`src/rtl/mbox_pkg.sv`:
```
// Package: shared constants and types for the mailbox register block.
// Assumes a 128-byte space of 32-bit words addressed by byte.
package mbox_pkg;
    localparam int CFG_ADDR_W = 7;
    localparam int CFG_DATA_W = 32;
    localparam int FIELD_W    = 4;   // width reserved for each per-port field

    localparam logic [CFG_ADDR_W-1:0] OFS_ACK   = 7'h70;
    localparam logic [CFG_ADDR_W-1:0] OFS_VER   = 7'h74;
    localparam logic [CFG_ADDR_W-1:0] OFS_EN    = 7'h78;
    localparam logic [CFG_ADDR_W-1:0] OFS_FLAGS = 7'h7C;

    typedef struct packed {
        logic flags;
        logic en;
        logic ver;
        logic ack;
    } mbox_sel_t;
endpackage

```
`src/rtl/mbox_reg_decode.sv`:
```
// Module: address decoder. Turns a byte address into one-hot word selects.
// Assumes only word-aligned addresses hit; misaligned ones select nothing.
module mbox_reg_decode
    import mbox_pkg::*;
(
    input  logic [CFG_ADDR_W-1:0] addr,
    output mbox_sel_t             sel
);
    // Compare the address against each mapped offset
    always_comb begin
        sel       = '0;
        sel.flags = (addr == OFS_FLAGS);
        sel.en    = (addr == OFS_EN);
        sel.ver   = (addr == OFS_VER);
        sel.ack   = (addr == OFS_ACK);
    end
endmodule

```
`src/rtl/mbox_flag_bank.sv`:
```
// Module: per-port ownership flags. Transmit-busy is set by the host and
// cleared by the device. Receive-ready is set by the device and cleared by
// the host. Assumes NUM_PORTS <= FIELD_W.
module mbox_flag_bank
    import mbox_pkg::*;
#(
    parameter int NUM_PORTS = 2
) (
    input  logic                 clk,
    input  logic                 rst_n,
    input  logic                 host_wr,
    input  logic [NUM_PORTS-1:0] host_set,
    input  logic [NUM_PORTS-1:0] host_clr,
    input  logic [NUM_PORTS-1:0] dev_consumed,
    input  logic [NUM_PORTS-1:0] dev_filled,
    output logic [NUM_PORTS-1:0] tx_busy,
    output logic [NUM_PORTS-1:0] rx_ready
);
    for (genvar p = 0; p < NUM_PORTS; p++) begin : g_port
        // Transmit-busy bit: host set wins over device consume
        always_ff @(posedge clk) begin
            if (!rst_n)
                tx_busy[p] <= 1'b0;
            else if (host_wr && host_set[p])
                tx_busy[p] <= 1'b1;
            else if (dev_consumed[p])
                tx_busy[p] <= 1'b0;
        end

        // Receive-ready bit: device fill wins over host clear
        always_ff @(posedge clk) begin
            if (!rst_n)
                rx_ready[p] <= 1'b0;
            else if (dev_filled[p])
                rx_ready[p] <= 1'b1;
            else if (host_wr && host_clr[p])
                rx_ready[p] <= 1'b0;
        end
    end
endmodule

```
`src/rtl/mbox_irq_ctrl.sv`:
```
// Module: interrupt pending latch, enable bit and gated level output.
// Assumes device events arrive as single-cycle strobes.
module mbox_irq_ctrl #(
    parameter int NUM_PORTS = 2
) (
    input  logic                 clk,
    input  logic                 rst_n,
    input  logic                 ack_wr,
    input  logic                 en_wr,
    input  logic                 en_wdata,
    input  logic [NUM_PORTS-1:0] dev_consumed,
    input  logic [NUM_PORTS-1:0] dev_filled,
    output logic                 pending,
    output logic                 enable,
    output logic                 irq
);
    logic any_event;

    // Any device strobe is an interrupt event
    always_comb any_event = (|dev_consumed) | (|dev_filled);

    // Pending latch: events beat acknowledge
    always_ff @(posedge clk) begin
        if (!rst_n)
            pending <= 1'b0;
        else if (any_event)
            pending <= 1'b1;
        else if (ack_wr)
            pending <= 1'b0;
    end

    // Host interrupt enable
    always_ff @(posedge clk) begin
        if (!rst_n)
            enable <= 1'b0;
        else if (en_wr)
            enable <= en_wdata;
    end

    // Level output gated by enable
    always_comb irq = pending & enable;
endmodule

```
`src/rtl/mbox_flag_regs.sv`:
```
// Module: top of the mailbox register block. Decodes the host port, holds
// flags and interrupt state, and returns registered read data.
// Assumes a single-cycle read/write port with no wait states.
module mbox_flag_regs
    import mbox_pkg::*;
#(
    parameter int          NUM_PORTS = 2,
    parameter logic [7:0]  VER_MAJOR = 8'd1,
    parameter logic [7:0]  VER_MINOR = 8'd2,
    parameter logic [15:0] VER_BUILD = 16'd345
) (
    input  logic                  clk,
    input  logic                  rst_n,
    input  logic                  reg_wen,
    input  logic                  reg_ren,
    input  logic [CFG_ADDR_W-1:0] reg_addr,
    input  logic [CFG_DATA_W-1:0] reg_wdata,
    output logic [CFG_DATA_W-1:0] reg_rdata,
    input  logic [NUM_PORTS-1:0]  tx_consumed,
    input  logic [NUM_PORTS-1:0]  rx_filled,
    output logic                  irq
);
    localparam logic [CFG_DATA_W-1:0] VERSION_WORD = {VER_MAJOR, VER_MINOR, VER_BUILD};

    mbox_sel_t             sel;
    logic [NUM_PORTS-1:0]  tx_busy_q;
    logic [NUM_PORTS-1:0]  rx_ready_q;
    logic                  irq_pend_q;
    logic                  irq_en_q;
    logic [CFG_DATA_W-1:0] flags_word;
    logic [CFG_DATA_W-1:0] rd_mux;

    mbox_reg_decode u_dec (
        .addr (reg_addr),
        .sel  (sel)
    );

    mbox_flag_bank #(.NUM_PORTS(NUM_PORTS)) u_flags (
        .clk          (clk),
        .rst_n        (rst_n),
        .host_wr      (reg_wen && sel.flags),
        .host_set     (reg_wdata[NUM_PORTS-1:0]),
        .host_clr     (reg_wdata[FIELD_W +: NUM_PORTS]),
        .dev_consumed (tx_consumed),
        .dev_filled   (rx_filled),
        .tx_busy      (tx_busy_q),
        .rx_ready     (rx_ready_q)
    );

    mbox_irq_ctrl #(.NUM_PORTS(NUM_PORTS)) u_irq (
        .clk          (clk),
        .rst_n        (rst_n),
        .ack_wr       (reg_wen && sel.ack),
        .en_wr        (reg_wen && sel.en),
        .en_wdata     (reg_wdata[0]),
        .dev_consumed (tx_consumed),
        .dev_filled   (rx_filled),
        .pending      (irq_pend_q),
        .enable       (irq_en_q),
        .irq          (irq)
    );

    // Assemble the flags word with unused port bits tied to zero
    always_comb begin
        flags_word                       = '0;
        flags_word[NUM_PORTS-1:0]        = tx_busy_q;
        flags_word[FIELD_W +: NUM_PORTS] = rx_ready_q;
    end

    // Select read data; unmapped and acknowledge offsets read zero
    always_comb begin
        rd_mux = '0;
        if (sel.flags)    rd_mux = flags_word;
        else if (sel.en)  rd_mux = {{(CFG_DATA_W-1){1'b0}}, irq_en_q};
        else if (sel.ver) rd_mux = VERSION_WORD;
    end

    // Register read data on a read strobe, hold otherwise
    always_ff @(posedge clk) begin
        if (!rst_n)
            reg_rdata <= '0;
        else if (reg_ren)
            reg_rdata <= rd_mux;
    end
endmodule

```
`config.mk`:
```
export PLATFORM = sky130hd
export DESIGN_NAME = mbox_flag_regs
export DESIGN_NICKNAME = d
export VERILOG_FILES = /design/src/rtl/mbox_pkg.sv /design/src/rtl/mbox_reg_decode.sv /design/src/rtl/mbox_flag_bank.sv /design/src/rtl/mbox_irq_ctrl.sv /design/src/rtl/mbox_flag_regs.sv
export SDC_FILE = /design/constraint.sdc
export NUM_CORES = 1
export LEC_CHECK = 0
export ABC_AREA = 1
export BUFFER_PORTS_ARGS = -buffer_cell sky130_fd_sc_hd__buf_4
export CORE_MARGIN = 4
export CORE_UTILIZATION = 37
export DETAILED_ROUTE_END_ITERATION = 8
export PLACE_DENSITY = 0.9
export SLEW_MARGIN = 20
export SYNTH_ARGS = -nofsm -noshare
export SYNTH_HDL_FRONTEND = slang
export SYNTH_HIERARCHICAL = 1
export SYNTH_SLANG_ARGS = --single-unit
```
`constraint.sdc`:
```
create_clock -name clk -period 3.35 [get_ports clk]
set_input_delay 0.5025 -clock clk [delete_from_list [all_inputs] [get_ports clk]]
set_output_delay 0.5025 -clock clk [all_outputs]
set_load 0.01 [all_outputs]
```
==> metrics.txt <==
CTS max path bufs=2; Synth Area in XOR/XNOR=0%; vias after detailed routing=659; register area share after synthesis=28.8%; CP max stage delay=350 ps; cell mode on critical path=nand2_1; Setup crit end kind=flop; Max Slew Vio Count=0; initial antenna violation count=0; setup bufs post-CTS=0; HP Class=in -> reg; total power=267 µW; max cap viols=0; share of cells above drive strength 1=24.1%; met1 Use GR=11.8%; Syn Area/Cell=6.49 µm²; Overflow after GRT=0; First DRT Iteration DRCs=7; critical path class=in -> reg; n_diodes=0; area of the multi-input gates=350 µm²; largest net degree at the start of global routing=7; Total Wirelength=1.34 mm; num ports=80; mux share of post-synthesis cell area=0%; WP buf/inv=2; Area Overhead vs Synth=19.6%; cells along the critical path=buf_4 -> nor2_4 -> nand2_1 -> nor2_1 -> nand2_1 -> inv_1 -> nand2_1 -> nand2_1 -> a21oi_1; Post-Syn Instances=118; DIE AREA=2860 µm²; CTS tree=yes; vias in the first global route=572; CP Launch Type=input pin; Port Buffer Count=28; Site Rows=16; CTS Hold Bufs=0; Fill cells=227; HPWL after detailed placement=1.20 mm; GP Congestion=0.704; M3 GR Usage=1.97%; YS warnings=6; achievable frequency=710 MHz; Total Nets Final=193; power per cell area=292 nW/µm²; post-synthesis adder-cell area fraction=0%; Setup TNS Final=0 ps; status=complete, no violations; CTS Sinks=11; Post-route DRC=0; Critical Path AT=1560 ps; Die W=53.5 µm; CTS Buf Count=3; Mapped Area=766 µm²; grt met2 use=18.2%; worst skew pair latency=260 ps; Leakage=0.000512 µW; Slowest-stage cell, CP=nor2_1; # setup viols final=0; drt pass-1 iters=2; H-tree depth=1; CTS clk-pin slew, worst paths=70 ps; RSZ-0062 raised after global routing=no; post-route ant nets=0; CTS root buf=clkbuf_4; Worst VDD drop=160 µV; post-synthesis simple-gate area fraction=27.3%; #FFs+latches synth=11; core area=1960 µm²; post-route clock period utilization=42.0%; main combinational cell family by area after synthesis=buffers and inverters; CP top delay family=simple AND/OR/NAND/NOR gates; global-route wire length before repair=2.19 mm; crit path time final=1410 ps; drt wl/cell=7.81 µm; CP Max Fanout=6; final hold violations=0; die height=53.5 µm; vias per cell=3.83; clock skew=0.294 ps; starting density of the core=39.0%; # resized after CTS=0; Yosys cell types=12; Worst EP required=3500 ps; GRT Resource Usage Total=10.2%; storage element area=220 µm²; Top Usage Layer GRT=met2; Synth Area in Compound Gates=7.19%
==> through the flow <==
step	util, %	area, µm²	hold WS [ps]	setup WS, ps	instances
after floorplan	-	848	439	1940	140
after global placement	45.3	890	453	1680	168
after detailed placement	45.3	890	458	1660	168
after CTS	46.7	916	443	1930	172
after global routing	46.7	916	464	1830	172
final	46.7	916	446	1940	172
==> area by class of cell <==
cell class,count,share of cell area [%]
Clock buffer,4,2.87
Inverter,20,8.20
Multi-Input combinational cell,82,38.3
Sequential cell,11,24.0
Tap cell,27,3.69
Timing Repair Buffer,28,23.0
==> path summary, 6_finish.rpt <==
kind	startpoint	to	slack (ps)	cells past startpoint
worst min-delay path	rst_n	u_irq/pending	450	3
worst max-delay path	reg_addr[1]	u_flags/rx_ready[1]	1940	9
worst max register to register	u_flags/tx_busy[0]	reg_rdata[0]	2590	4
worst min register to register	reg_rdata[5]	reg_rdata[5]	470	2
==> worst reg2reg max path: stages, from the launching register on <==
cell     delay [ps]
dfxtp_1         350
nand3_1          90
nand2_1         100
inv_1            40
a21oi_1         130
==> per-layer routing <==
layer  part of all wire, %  vias up
li1                      -      355
met4                  0.30        0
met2                    49       29
met3                    10        2
met5                     0        -
met1                    40      273
==> registers in the layout (all words and copies together), names as in the netlist <==
| register | count |
|---|---|
| u_irq/pending | 1 |
| reg_rdata | 5 |
| u_flags/tx_busy | 2 |
| u_irq/enable | 1 |
| u_flags/rx_ready | 2 |
==> synthesized netlist by cell type <==
master	n	area (µm²)
a21oi_1	10	50.1
buf_4	27	203
conb_1	1	3.75
dfxtp_1	11	220
inv_1	19	71.3
inv_2	1	3.75
nand2_1	30	113
nand3_1	6	30.0
nand3_2	1	10.0
nor2_1	9	33.8
nor2_4	2	22.5
o21ai_0	1	5.00
==> cells in the final DEF, fill, tap and decap left out <==
cell,instances
nor2_4,2
inv_1,19
nor2_1,9
a21oi_1,10
inv_2,1
nand3_2,1
clkbuf_1,1
dfxtp_1,11
nand3_1,6
nand2_1,30
clkbuf_4,3
buf_4,28
conb_1,23
o21ai_0,1
==> logic make-up after synthesis <==
family / after synthesis
and+or+nand+nor: 48
buffers and inverters: 47
AOI/OAI and AO/OA: 11
DFF: 11
other: 1
==> report_power, final <==
part           internal [µW]  switching (µW)  total, µW
Sequential               133            1.35        135
Clock                   45.9            41.6       87.6
Combinational           18.6            26.5       45.2
No activity file was read; power rests on OpenSTA's default activity.
